==> src/rtl/trk_pkg.sv <==
package trk_pkg;

  typedef enum logic [1:0] {
    CH_IDLE = 2'd0,
    CH_WAIT = 2'd1,
    CH_CONV = 2'd2
  } chan_st_e;

  typedef enum logic {
    RED_DROP = 1'b0,
    RED_AVG  = 1'b1
  } red_mode_e;

endpackage

==> src/rtl/trk_tick_gen.sv <==
module trk_tick_gen #(
  parameter int PER_W = 8
) (
  input  logic             clk,
  input  logic             rst_n,
  input  logic             run,
  input  logic [PER_W-1:0] period,
  output logic             tick
);

  logic [PER_W-1:0] cnt_q, cnt_d;

  always_comb begin
    tick  = run && (cnt_q == '0);
    cnt_d = cnt_q;
    if (!run)                          cnt_d = '0;
    else if (cnt_q == period - 1'b1)   cnt_d = '0;
    else                               cnt_d = cnt_q + 1'b1;
  end

  always_ff @(posedge clk or negedge rst_n) begin
    if (!rst_n) cnt_q <= '0;
    else        cnt_q <= cnt_d;
  end

endmodule

==> src/rtl/trk_adc_chan.sv <==
module trk_adc_chan
  import trk_pkg::*;
#(
  parameter int DLY_W   = 4,
  parameter int SW      = 10,
  parameter int FRM     = 16,
  parameter int MSB_POS = 13
) (
  input  logic             clk,
  input  logic             rst_n,
  input  logic             run,
  input  logic             tick,
  input  logic             enable,
  input  logic [DLY_W-1:0] delay,
  input  logic             sdo,
  output logic             cs_n,
  output logic [SW-1:0]    sample
);

  localparam int BW = $clog2(FRM);

  chan_st_e             st_q, st_d;
  logic [DLY_W-1:0]     wcnt_q, wcnt_d;
  logic [BW-1:0]        bcnt_q, bcnt_d;
  logic [MSB_POS-1:0]   sh_q, sh_d;
  logic [SW-1:0]        smp_q, smp_d;

  always_comb begin
    st_d   = st_q;
    wcnt_d = wcnt_q;
    bcnt_d = bcnt_q;
    sh_d   = sh_q;
    smp_d  = smp_q;
    if (!run) begin
      st_d = CH_IDLE;
    end else begin
      case (st_q)
        CH_IDLE: begin
          if (tick && enable) begin
            bcnt_d = '0;
            if (delay == '0) begin
              st_d = CH_CONV;
            end else begin
              st_d   = CH_WAIT;
              wcnt_d = delay - 1'b1;
            end
          end
        end
        CH_WAIT: begin
          if (wcnt_q == '0) st_d = CH_CONV;
          else              wcnt_d = wcnt_q - 1'b1;
        end
        CH_CONV: begin
          sh_d   = {sh_q[MSB_POS-2:0], sdo};
          bcnt_d = bcnt_q + 1'b1;
          if (bcnt_q == BW'(FRM-1)) begin
            st_d  = CH_IDLE;
            smp_d = sh_q[MSB_POS-1 -: SW];
          end
        end
        default: st_d = CH_IDLE;
      endcase
    end
  end

  always_ff @(posedge clk or negedge rst_n) begin
    if (!rst_n) begin
      st_q   <= CH_IDLE;
      wcnt_q <= '0;
      bcnt_q <= '0;
      sh_q   <= '0;
      smp_q  <= '0;
    end else begin
      st_q   <= st_d;
      wcnt_q <= wcnt_d;
      bcnt_q <= bcnt_d;
      sh_q   <= sh_d;
      smp_q  <= smp_d;
    end
  end

  assign cs_n   = (st_q != CH_CONV);
  assign sample = smp_q;

endmodule

==> src/rtl/trk_decim.sv <==
module trk_decim
  import trk_pkg::*;
#(
  parameter int NCH  = 9,
  parameter int SW   = 10,
  parameter int LG_W = 2
) (
  input  logic              clk,
  input  logic              rst_n,
  input  logic              run,
  input  logic              tick,
  input  red_mode_e         mode,
  input  logic [LG_W-1:0]   lg,
  input  logic [NCH*SW-1:0] smp_in,
  output logic              set_vld,
  output logic [NCH*SW-1:0] set_out
);

  localparam int CNT_W = (1 << LG_W) - 1;
  localparam int ACC_W = SW + CNT_W;

  logic             have_q, have_d;
  logic [CNT_W-1:0] cnt_q, cnt_d;
  logic [CNT_W-1:0] lastn;
  logic             step;

  always_comb begin
    lastn   = ~({CNT_W{1'b1}} << lg);
    step    = tick && have_q;
    set_vld = step && (cnt_q == lastn);
    have_d  = have_q;
    cnt_d   = cnt_q;
    if (!run) begin
      have_d = 1'b0;
      cnt_d  = '0;
    end else if (tick) begin
      if (!have_q)      have_d = 1'b1;
      else if (set_vld) cnt_d  = '0;
      else              cnt_d  = cnt_q + 1'b1;
    end
  end

  always_ff @(posedge clk or negedge rst_n) begin
    if (!rst_n) begin
      have_q <= 1'b0;
      cnt_q  <= '0;
    end else begin
      have_q <= have_d;
      cnt_q  <= cnt_d;
    end
  end

  for (genvar g = 0; g < NCH; g++) begin : g_acc
    logic [ACC_W-1:0] acc_q, acc_d, sum;
    logic [SW-1:0]    smp;

    always_comb begin
      smp   = smp_in[g*SW +: SW];
      sum   = ((cnt_q == '0) ? '0 : acc_q) + ACC_W'(smp);
      acc_d = step ? sum : acc_q;
      set_out[g*SW +: SW] = (mode == RED_AVG) ? SW'(sum >> lg) : smp;
    end

    always_ff @(posedge clk or negedge rst_n) begin
      if (!rst_n) acc_q <= '0;
      else        acc_q <= acc_d;
    end
  end

endmodule

==> src/rtl/trk_packer.sv <==
module trk_packer #(
  parameter int NCH = 9,
  parameter int SW  = 10
) (
  input  logic              clk,
  input  logic              rst_n,
  input  logic              run,
  input  logic              set_vld,
  input  logic [NCH*SW-1:0] set_in,
  input  logic [NCH-1:0]    mask,
  input  logic              out_ready,
  output logic              out_valid,
  output logic [7:0]        out_data,
  output logic              ovf
);

  localparam int IDX_W = (NCH > 1) ? $clog2(NCH) : 1;
  localparam int NUM_W = 4;
  localparam int PAD_W = 8 - NUM_W - (SW - 8);

  logic [NCH*SW-1:0] buf_q, buf_d;
  logic [NCH-1:0]    msk_q, msk_d;
  logic [IDX_W-1:0]  idx_q, idx_d, nxt_idx, first_idx;
  logic              lo_q, lo_d, pend_q, pend_d, ovf_q, ovf_d;
  logic              nxt_found, fire, last, load, drop;
  logic [SW-1:0]     cur;

  always_comb begin
    nxt_found = 1'b0;
    nxt_idx   = '0;
    first_idx = '0;
    cur       = '0;
    for (int j = NCH - 1; j >= 0; j--) begin
      if (msk_q[j] && (IDX_W'(j) > idx_q)) begin
        nxt_found = 1'b1;
        nxt_idx   = IDX_W'(j);
      end
      if (mask[j]) first_idx = IDX_W'(j);
      if (idx_q == IDX_W'(j)) cur = buf_q[j*SW +: SW];
    end
  end

  always_comb begin
    fire  = pend_q && out_ready;
    last  = fire && lo_q && !nxt_found;
    load  = set_vld && (|mask) && (!pend_q || last);
    drop  = set_vld && (|mask) && pend_q && !last;
    buf_d  = buf_q;
    msk_d  = msk_q;
    idx_d  = idx_q;
    lo_d   = lo_q;
    pend_d = pend_q;
    if (fire) begin
      if (!lo_q) begin
        lo_d = 1'b1;
      end else begin
        lo_d = 1'b0;
        if (nxt_found) idx_d  = nxt_idx;
        else           pend_d = 1'b0;
      end
    end
    if (load) begin
      buf_d  = set_in;
      msk_d  = mask;
      idx_d  = first_idx;
      lo_d   = 1'b0;
      pend_d = 1'b1;
    end
    if (!run)      ovf_d = 1'b0;
    else if (drop) ovf_d = 1'b1;
    else           ovf_d = ovf_q;
  end

  always_ff @(posedge clk or negedge rst_n) begin
    if (!rst_n) begin
      buf_q  <= '0;
      msk_q  <= '0;
      idx_q  <= '0;
      lo_q   <= 1'b0;
      pend_q <= 1'b0;
      ovf_q  <= 1'b0;
    end else begin
      buf_q  <= buf_d;
      msk_q  <= msk_d;
      idx_q  <= idx_d;
      lo_q   <= lo_d;
      pend_q <= pend_d;
      ovf_q  <= ovf_d;
    end
  end

  assign out_valid = pend_q;
  assign out_data  = lo_q ? cur[7:0]
                          : {NUM_W'(idx_q) + NUM_W'(1), {PAD_W{1'b0}}, cur[SW-1:8]};
  assign ovf       = ovf_q;

endmodule

==> src/rtl/trk_adc_packer.sv <==
module trk_adc_packer
  import trk_pkg::*;
#(
  parameter int NCH     = 9,
  parameter int SW      = 10,
  parameter int DLY_W   = 4,
  parameter int PER_W   = 8,
  parameter int FRM     = 16,
  parameter int MSB_POS = 13,
  parameter int LG_W    = 2
) (
  input  logic                 clk,
  input  logic                 rst_n,
  input  logic                 cap_en,
  input  logic [PER_W-1:0]     frame_period,
  input  logic [NCH-1:0]       ch_mask,
  input  logic [NCH*DLY_W-1:0] ch_delay,
  input  logic                 red_avg,
  input  logic [LG_W-1:0]      red_log2,
  input  logic [NCH-1:0]       adc_sdo,
  output logic [NCH-1:0]       adc_cs_n,
  output logic [7:0]           out_data,
  output logic                 out_valid,
  input  logic                 out_ready,
  output logic                 ovf
);

  logic [1:0]        rs_q;
  logic              rst_i_n;
  logic              tick;
  logic [NCH*SW-1:0] smp_flat, set_flat;
  logic              set_vld;
  red_mode_e         mode;

  always_ff @(posedge clk or negedge rst_n) begin
    if (!rst_n) rs_q <= 2'b00;
    else        rs_q <= {rs_q[0], 1'b1};
  end
  assign rst_i_n = rs_q[1];
  assign mode    = red_mode_e'(red_avg);

  trk_tick_gen #(.PER_W(PER_W)) u_tick (
    .clk(clk), .rst_n(rst_i_n), .run(cap_en), .period(frame_period), .tick(tick)
  );

  for (genvar g = 0; g < NCH; g++) begin : g_chan
    trk_adc_chan #(.DLY_W(DLY_W), .SW(SW), .FRM(FRM), .MSB_POS(MSB_POS)) u_chan (
      .clk    (clk),
      .rst_n  (rst_i_n),
      .run    (cap_en),
      .tick   (tick),
      .enable (ch_mask[g]),
      .delay  (ch_delay[g*DLY_W +: DLY_W]),
      .sdo    (adc_sdo[g]),
      .cs_n   (adc_cs_n[g]),
      .sample (smp_flat[g*SW +: SW])
    );
  end

  trk_decim #(.NCH(NCH), .SW(SW), .LG_W(LG_W)) u_decim (
    .clk(clk), .rst_n(rst_i_n), .run(cap_en), .tick(tick), .mode(mode),
    .lg(red_log2), .smp_in(smp_flat), .set_vld(set_vld), .set_out(set_flat)
  );

  trk_packer #(.NCH(NCH), .SW(SW)) u_pack (
    .clk(clk), .rst_n(rst_i_n), .run(cap_en), .set_vld(set_vld), .set_in(set_flat),
    .mask(ch_mask), .out_ready(out_ready), .out_valid(out_valid),
    .out_data(out_data), .ovf(ovf)
  );

endmodule

==> config.mk <==
export PLATFORM = sky130hd
export DESIGN_NAME = trk_adc_packer
export DESIGN_NICKNAME = d
export VERILOG_FILES = /design/src/rtl/trk_pkg.sv /design/src/rtl/trk_tick_gen.sv /design/src/rtl/trk_adc_chan.sv /design/src/rtl/trk_decim.sv /design/src/rtl/trk_packer.sv /design/src/rtl/trk_adc_packer.sv
export SDC_FILE = /design/constraint.sdc
export NUM_CORES = 1
export LEC_CHECK = 0
export CAP_MARGIN = 0
export CORE_MARGIN = 2
export CORE_UTILIZATION = 46
export DETAILED_ROUTE_END_ITERATION = 16
export SLEW_MARGIN = 15
export SYNTH_ARGS = -nofsm -noshare
export SYNTH_HDL_FRONTEND = slang
export SYNTH_SLANG_ARGS = --single-unit
==> constraint.sdc <==
create_clock -name clk -period 19.4 [get_ports clk]
set_clock_uncertainty 0.15 [all_clocks]
set_input_delay 1.94 -clock clk [delete_from_list [all_inputs] [get_ports clk]]
set_output_delay 1.94 -clock clk [all_outputs]
set_load 0.005 [all_outputs]
Word level (Yosys, flattened, before mapping) --
Cells that the tools add are included.
Word-level totals: flip-flop bits (word level) 534, bits of input ports 69, output and inout bits 19, word-level logic and storage cells 544
Operators by class: add/subtract/negate cells 40, magnitude comparators 9, equality and inequality tests 104, shift-type cells 10, mux-type cells 184, bitwise operators 1, reductions and logical operators 132
Operators with widths (number):
- $mux W4 | 58
- $mux W10 | 18
- $pmux W4 S2 | 18
- $add A13 B10 Y13 | 9
- $mux W13 | 9
- $shr A13 B2 Y10 | 9
- $mux W2 | 45
- $reduce_and A3 Y1 | 29
- $ne A3 B2 Y1 const B | 27
- $logic_not A4 Y1 | 19
- $sub A4 B1 Y4 const B | 18
- $ne A2 B2 Y1 const B | 28
- $pmux W2 S3 | 9
- $reduce_and A5 Y1 | 9
- $reduce_bool A2 Y1 | 21
- $add A4 B1 Y4 const B | 10
- $eq A4 B4 Y1 const B | 10
- $logic_and A1 B1 Y1 | 28
- $mux W8 | 3
- $ne A2 B1 Y1 const B | 12
- $mux W1 | 20
- $reduce_and A2 Y1 | 10
- $eq A2 B1 Y1 const B | 9
- $eq A2 B2 Y1 const B | 9
- other kinds (21) | 43

Longest topological paths before layout --
Gate-level depths: netlist of the first run.
depth after elaboration 17, gate-level depth with buffers 17, depth with buffers taken out 14

By module --
Synthesis of the first run repeated with hierarchy kept, for this count alone.
Unflattened totals: cell total of the unflattened synthesis 3402, area total of the unflattened synthesis 33328.2 um^2
Modules (own cells, without submodules):
- trk_adc_chan | instances 9, cells each 120, area an instance 1520.2 um^2, seq. area each 825.8 um^2
- trk_decim | instances 1, cells each 1752, area an instance 13140.1 um^2, seq. area each 3027.9 um^2
- trk_packer | instances 1, cells each 488, area an instance 5756.8 um^2, seq. area each 2627.5 um^2
- trk_tick_gen | instances 1, cells each 79, area an instance 695.7 um^2, seq. area each 200.2 um^2
- trk_adc_packer | instances 1, cells each 3, area an instance 53.8 um^2, seq. area each 50.0 um^2

Worst setup path before layout of the first run --
Ideal clock, no wire load.
kind reg-to-reg, from register u_decim.cnt_q[1], to register u_pack.buf_q[17], setup time 0.064 ns, data arrival time 4.106 ns, required time 19.186 ns, slack 15.080 ns, cell stages (with the launch flop) 18, path buffers 4, period minus slack after synthesis 4.320 ns, path through dfrtp_1 -> inv_1 -> ha_1 -> nand2b_1 -> clkbuf_1 -> clkbuf_1 -> clkbuf_1 -> clkbuf_1 -> and2_1 -> ha_1 -> fa_1 -> a21o_1 -> a2111oi_0 -> nor2_1 -> o221a_2 -> mux4_2 -> a211oi_1 -> a21o_1
On the way: cells in the longest elaborated chain, start to end 5, elaborated cells between the ends (all ways) 9, classes of those cells add/sub: 1; eq/ne: 1; shift: 1; mux: 2; reduce/logical: 4
RTL lines:
- start, declared | line trk_decim.sv:23 | logic [CNT_W-1:0] cnt_q, cnt_d;
- start signal, assigned | line trk_decim.sv:49 | cnt_q <= cnt_d;
- $logic_not A3 Y1 | line trk_decim.sv:59 | sum = ((cnt_q == '0) ? '0 : acc_q) + ACC_W'(smp);
- $mux W13 | line trk_decim.sv:59
- $add A13 B10 Y13 | line trk_decim.sv:59
- $shr A13 B2 Y10 | line trk_decim.sv:61 | set_out[g*SW +: SW] = (mode == RED_AVG) ? SW'(sum >> lg) : smp;
- $mux W10 | line trk_decim.sv:61
- end signal, assigned | line trk_packer.sv:83 | buf_q <= buf_d;
- end, declared | line trk_packer.sv:21 | logic [NCH*SW-1:0] buf_q, buf_d;
Several ways; a longest one is shown, not always the timed one. A chain may end at the register's enable or synchronous reset.

Final worst setup path of the first run --
from register u_pack.idx_q[2], to output out_data[0]
On the way: cells in the longest elaborated chain, start to end 11, elaborated cells between the ends (all ways) 19, classes of those cells eq/ne: 8; mux: 10; reduce/logical: 1
RTL lines:
- start, declared | line trk_packer.sv:23 | logic [IDX_W-1:0] idx_q, idx_d, nxt_idx, first_idx;
- start signal, assigned | line trk_packer.sv:85 | idx_q <= idx_d;
- $eq A4 B4 Y1 | line trk_packer.sv:39 | if (idx_q == IDX_W'(j)) cur = buf_q[j*SW +: SW];
- $mux W10 (8 in series) | line trk_packer.sv:39
- $mux W10 * | line trk_packer.sv:39
- $mux W8 * | line trk_packer.sv:93 | assign out_data = lo_q ? cur[7:0]
- end, declared | line trk_adc_packer.sv:22 | output logic [7:0] out_data,
Every way passes the cells marked *; elsewhere a longest branch is shown, timed or not.

==> results.ini, run 1 <==
[worst_setup_path]
crit_fanout = 17
rr_endpoint = u_pack.idx_q[2]$_DFFE_PN0P_
cp-start-kind = flip-flop
crit_start = u_pack.idx_q[2]$_DFFE_PN0P_
worstSetupPathType = flip-flop to primary output
crit_required_ns = 17.31
critPathCaptureType = primary output
reg2reg_setup_slack_ns = 14.72
cp.arrival_ns = 4.21
ff2ff_path_depth = 10
critPathCapture = out_data[0]
r2r_start = u_tick.cnt_q[4]$_DFF_PN0_

[cts]
cts_buffer_depth = 3
root_buffer = clkbuf_16
cts_sinks = 533
clkLatencyLatePin_ns = 0.66
postCtsSetupBuffers = 0
htree_levels = 2
post_cts_resize_count = 0
cts_hold_buf = 0
cts-buffers-inserted = 59
path_clk_slew_ns = 0.06
tritoncts = done

[logic_synthesis]
synth_top_area_share_pct = 42.3
synth.lib_cells_used.distinct = 89
synth_area_per_cell_um2 = 9.61
ys_top_cells_by_count = dfrtp_1, nand2_1, o21ai_0
syn_area_um2 = 31500
synth.most_common_cell = dfrtp_1
ys_top_cells_by_area = dfrtp_1, mux2_2, nand2_1
ys.flop_type = dfrtp_1
synth_edf_count = 0
syn_inst = 3280
async_flop_share_pct = 100
ys_seq_elements = 533
seq_area_frac_synth_pct = 42.3
yosysWarningCount = 0
synth.largest_area_cell = dfrtp_1
synth_nets = 3474

[min_path]
worstHoldPathType = flip-flop to asynchronous set/reset pin

[floorplanning]
die-area_um2 = 70600
die_w_um = 266
io_pins = 88
core_area_um2 = 67500
die-height_um = 266
num_rows = 95
initial_core_util_pct = 46.7

[global_routing]
grt_pass1_vias = 24600
grt_pass1_wl_um = 138000
grt_max_degree = 82
gr-total-overflow = 0
grt_usage_pct = 24.5
antenna_found_initial = 0

[cells_and_area]
area_delta_synth_final_pct = 11.5
final_nets = 3475
antennaDiodeCount = 0
postLayoutCoreUtil_pct = 52.0
finalInstanceArea_um2 = 35100
drive_above_1_share_pct = 13.5

[timing]
finalSetupViolCount = 0
fin_ws_ns = 13.10
tns_ns = 0
tightest_slew_ns = 1.15
hold_violations = 0
rsz0062_at_grt = no
drv_slew = 0
slew_headroom_pct = 23.3
fin_crit_sh_pct = 32.5
fmax_ghz = 0.159
min_period_ns = 6.30

[power]
p_per_area_nw_per_um2 = 93.5
p_leak_uw = 0.0164
ir_drop_mv = 0.0874

[drt]
drtIter0Drc = 2073
viasPerCell = 6.00
drtAntennaViolNets = 0
routed_wl_um = 86700
avgRoutedWirePerCell_um = 20.6
drc_errors = 0
dr.pass1.iters = 6
routed-via-count = 25200

[place]
port_buffers = 87
place_area_um2 = 33000
hpwl_um = 61400
place_ws_ns = 13.36
gp_congestion = 0.969

[flow_run]
cap_violations = 0

[run_status]
status = completed

==> flip-flops by register name (all words and copies together) (netlist names), 8 cells and up <==
name and cells:
g_chan.u_chan.bcnt_q 36, g_chan.u_chan.sample 90, g_chan.u_chan.sh_q 117, g_chan.u_chan.st_q 18
g_chan.u_chan.wcnt_q 36, u_decim.g_acc.acc_q 117, u_pack.buf_q 90, u_pack.msk_q 8
u_tick.cnt_q 8
==> cell type report <==
cell class / count / area [um2]
multi-input combinational: 2502 / 17200
sequential: 533 / 13300
clock inverter: 26 / 357
clock buffer: 84 / 1770
tap: 873 / 1090
inverter: 65 / 244
timing repair buffer: 120 / 1100
fill: 6066 / 32400
==> worst max-delay path, cell delays in order (launching register included) <==
cell and delay [ns]:
dfrtp_1 0.55, nor2_1 0.52, nand2_1 0.49, nand3_1 0.36, a221oi_1 0.11, o21ai_0 0.14
o211ai_1 0.11, o21ai_0 0.62, clkdlybuf4s50_1 0.64
==> per-layer routing <==
metal | up-vias | routed length [um] | GRT usage (%) | part of all wire, %
li1 | 11800 | - | - | -
met3 | 140 | 4710 | 3.38 | 5.4
met4 | 0 | 2580 | 7.88 | 3.0
met5 | - | 0 | 0 | 0
met2 | 755 | 39600 | 38.8 | 46
met1 | 12500 | 39800 | 34.8 | 46
==> worst min-delay path by stage <==
stage | to | cells past startpoint | slack [ns] | start
3_5_place_dp | rs_q[1]$_DFF_PN0_ | 0 | 0.19 | rs_q[0]$_DFF_PN0_
3_3_place_gp | rs_q[1]$_DFF_PN0_ | 0 | 0.19 | rs_q[0]$_DFF_PN0_
6_report | g_chan[5].u_chan.bcnt_q[0]$_DFFE_PN0P_ | 0 | 0.18 | rs_q[1]$_DFF_PN0_
2_1_floorplan | rs_q[1]$_DFF_PN0_ | 0 | 0.18 | rs_q[0]$_DFF_PN0_
4_1_cts | g_chan[5].u_chan.bcnt_q[0]$_DFFE_PN0P_ | 0 | 0.21 | rs_q[1]$_DFF_PN0_
5_1_grt | rs_q[1]$_DFF_PN0_ | 0 | 0.22 | rs_q[0]$_DFF_PN0_
==> power by group <==
part | total (uW) | internal (uW) | leakage [uW] | switching, uW
Clock | 1210 | 729 | 0.00105 | 484
Sequential | 1420 | 1260 | 0.00725 | 156
Combinational | 658 | 271 | 0.00811 | 388
==> cells in the final DEF (no fill, tap or decap), types with 16 or more instances in the layout <==
master           instances
a211oi_1                34
a21o_1                  35
a21oi_1                185
a221oi_1                30
a31oi_1                 20
and2_1                 103
and3_1                  16
buf_4                   34
clkbuf_16               60
clkbuf_8                18
clkdlybuf4s50_1         83
dfrtp_1                532
ha_1                   116
inv_1                   62
mux2_2                 222
mux2i_1                 72
mux4_2                  40
nand2_1                518
nand2b_1                24
nand3_1                 53
nand4_1                 20
nor2_1                 212
nor2b_1                 27
nor3_1                  38
nor4_1                  23
o211ai_1                39
o21a_1                  33
o21ai_0                229
o22ai_1                 25
o31ai_1                 20
xnor2_1                 64
xor2_1                  57
==> kinds of logic after synthesis <==
logic type,share of synthesized area (%)
AND/OR/NAND/NOR,16.8
AO/OA/AOI/OAI,16.0
flip-flops,42.3
multiplexers,13.1
buffers and inverters,3.19
adder cells (fa/ha/maj),5.18
XOR/XNOR,3.36
other,0.0119
==> through the flow <==
stage | instances | hold slack [ns] | total power, uW
global route | 4203 | 0.218 | 3440
finish | 4203 | 0.182 | 3290
global placement | 4093 | 0.187 | 2050
floorplan | 3280 | 0.181 | 1820
CTS | 4203 | 0.206 | 3300
detailed placement | 4093 | 0.191 | 2080
(Power assumes the default switching activity.)
==> run 2, diff against run 1 <==
==> constraint.sdc (replaced) <==
create_clock -name clk -period 6.1 [get_ports clk]
set_clock_uncertainty 0.15 [all_clocks]
set_input_delay 0.61 -clock clk [delete_from_list [all_inputs] [get_ports clk]]
set_output_delay 0.61 -clock clk [all_outputs]
set_load 0.005 [all_outputs]
==> run 2 against run 1 <==
Against the previous run:
- sequential share of layout area down 0.15 points
- cell count is essentially flat
- combinational power grew to 3.2 times the previous value
- clock power grew to 3.3 times the previous value
- final area rose by 0.40%
- via count is 0.40% higher
- power rose to 3.2 times the previous value
- largest cell class unchanged
- largest power group unchanged
==> results.ini, run 2 (synthesis results as in run 1) <==
[cells_and_area]
layout_commonest_cell = dfrtp_1
fillers = 6108
multiInputGateArea_um2 = 17200
reg_top3 = g_chan.u_chan.sh_q (117), u_decim.g_acc.acc_q (117)
final-seq-area_um2 = 13300
antennaDiodeCount = 0
drive_above_1_share_pct = 13.4
area_delta_synth_final_pct = 11.9
final_nets = 3476
mostFrequentLayoutCells = dfrtp_1, nand2_1, o21ai_0

[timing]
fmax_ghz = 0.207
min_period_ns = 4.84
hold_violations = 0
rsz0062_at_grt = no
worst_hold_slack_ns = 0.194
fin_crit_sh_pct = 79.3
drv_slew = 0
tightest_slew_ns = 1.06
slew_headroom_pct = 29.3
tns_ns = 0
finalSetupViolCount = 0

[drt]
drtIter0Drc = 2177
viasPerCell = 6.02
drtAntennaViolNets = 0
avgRoutedWirePerCell_um = 20.8
routed_wl_um = 87600
routed-via-count = 25300
drc_errors = 0
dr.pass1.iters = 6

[worst_setup_path]
crit_start = u_pack.idx_q[2]$_DFFE_PN0P_
r2r_start = u_decim.cnt_q[1]$_DFFE_PN0P_
critPathCapture = out_data[0]
worstSetupPathType = flip-flop to primary output
ff2ff_path_depth = 13
cp.arrival_ns = 4.08
rr_endpoint = u_pack.buf_q[17]$_DFFE_PN0P_
critPathCaptureType = primary output
crit_fanout = 16
cp-start-kind = flip-flop
crit_required_ns = 5.34
reg2reg_setup_slack_ns = 1.69

[global_routing]
grt_pass1_wl_um = 139000
grt_pass1_vias = 24800
gr-total-overflow = 0
antenna_found_initial = 3
grt_max_degree = 161
grt_usage_pct = 24.8

[place]
hpwl_um = 61500
port_buffers = 87
gp_congestion = 0.939

[cts]
htree_levels = 2
clkLatencyLatePin_ns = 0.63
root_buffer = clkbuf_16
tritoncts = done
cts_sinks = 533
path_clk_slew_ns = 0.06
cts_buffer_depth = 3
cts-buffers-inserted = 60

[floorplanning]
initial_core_util_pct = 46.7
die-area_um2 = 70600
die-height_um = 266
core_area_um2 = 67500
io_pins = 88
num_rows = 95
die_w_um = 266

[run_status]
status = completed

[flow_run]
cap_violations = 0

[power]
p_per_area_nw_per_um2 = 301
p_leak_uw = 0.0165
ir_drop_mv = 0.262

[min_path]
worstHoldPathType = flip-flop to flip-flop

-- run 2: metal layers --
metal  track usage, %  share of wire [%]  vias to the layer above
met4             8.12                3.4                        4
met3             4.98                7.1                      171
met1             34.2                 44                    12500
met5            0.832               0.11                        -
li1                 -                  -                    11800
met2             39.2                 45                      804
-- run 2: worst min-delay path by stage --
stage                            from                 to  slack, ns  cells past startpoint
floorplan                       rst_n  rs_q[0]$_DFF_PN0_       0.16                      0
global placement    rs_q[0]$_DFF_PN0_  rs_q[1]$_DFF_PN0_       0.19                      0
detailed placement  rs_q[0]$_DFF_PN0_  rs_q[1]$_DFF_PN0_       0.19                      0
CTS                 rs_q[0]$_DFF_PN0_  rs_q[1]$_DFF_PN0_       0.20                      0
global route        rs_q[0]$_DFF_PN0_  rs_q[1]$_DFF_PN0_       0.22                      0
finish              rs_q[0]$_DFF_PN0_  rs_q[1]$_DFF_PN0_       0.19                      0
-- run 2: power by group --
part / leakage, uW / switching (uW) / internal [uW]
registers: 0.00725 / 491 / 4000
logic: 0.00813 / 1250 / 863
clock network: 0.00108 / 1520 / 2490
total: 0.0165 / 3260 / 7350
-- run 2: worst max-delay path: stages, from the launching register on --
cell and delay [ns]:
dfrtp_1 0.56, nor2_1 0.48, nand3_1 0.47, nand3_1 0.40
a221oi_1 0.10, o21ai_0 0.12, o211ai_1 0.11, o21ai_0 0.57
clkdlybuf4s50_1 0.63
-- run 2: through the flow --
step | setup WS (ns) | area [um2] | util (%) | power [uW] | std cells
after CTS | 1.36 | 35300 | 52.2 | 10700 | 4206
after detailed placement | 1.44 | 33100 | 49.0 | 6610 | 4092
after global routing | 0.995 | 35300 | 52.2 | 11100 | 4206
final | 1.26 | 35300 | 52.2 | 10600 | 4206
after global placement | 1.58 | 33100 | 49.0 | 6540 | 4092
after floorplan | 0.764 | 31500 | - | 5770 | 3280
-- run 2: cell type report --
| type | count | share of cell area (%) |
|---|---|---|
| multi-input cells | 2502 | 48.8 |
| flip-flops and latches | 533 | 37.8 |
| clock buffers | 86 | 4.93 |
| repair buffers | 120 | 3.31 |
| well taps | 873 | 3.10 |
| clock inverters | 27 | 1.32 |
| inverters | 65 | 0.692 |
-- run 2: timing repair --
action,CTS,global route
setup buffers,0,0
hold endpoints to repair,2,0
gates resized for setup,0,0
hold buffers,1,0
setup endpoints to repair,0,0
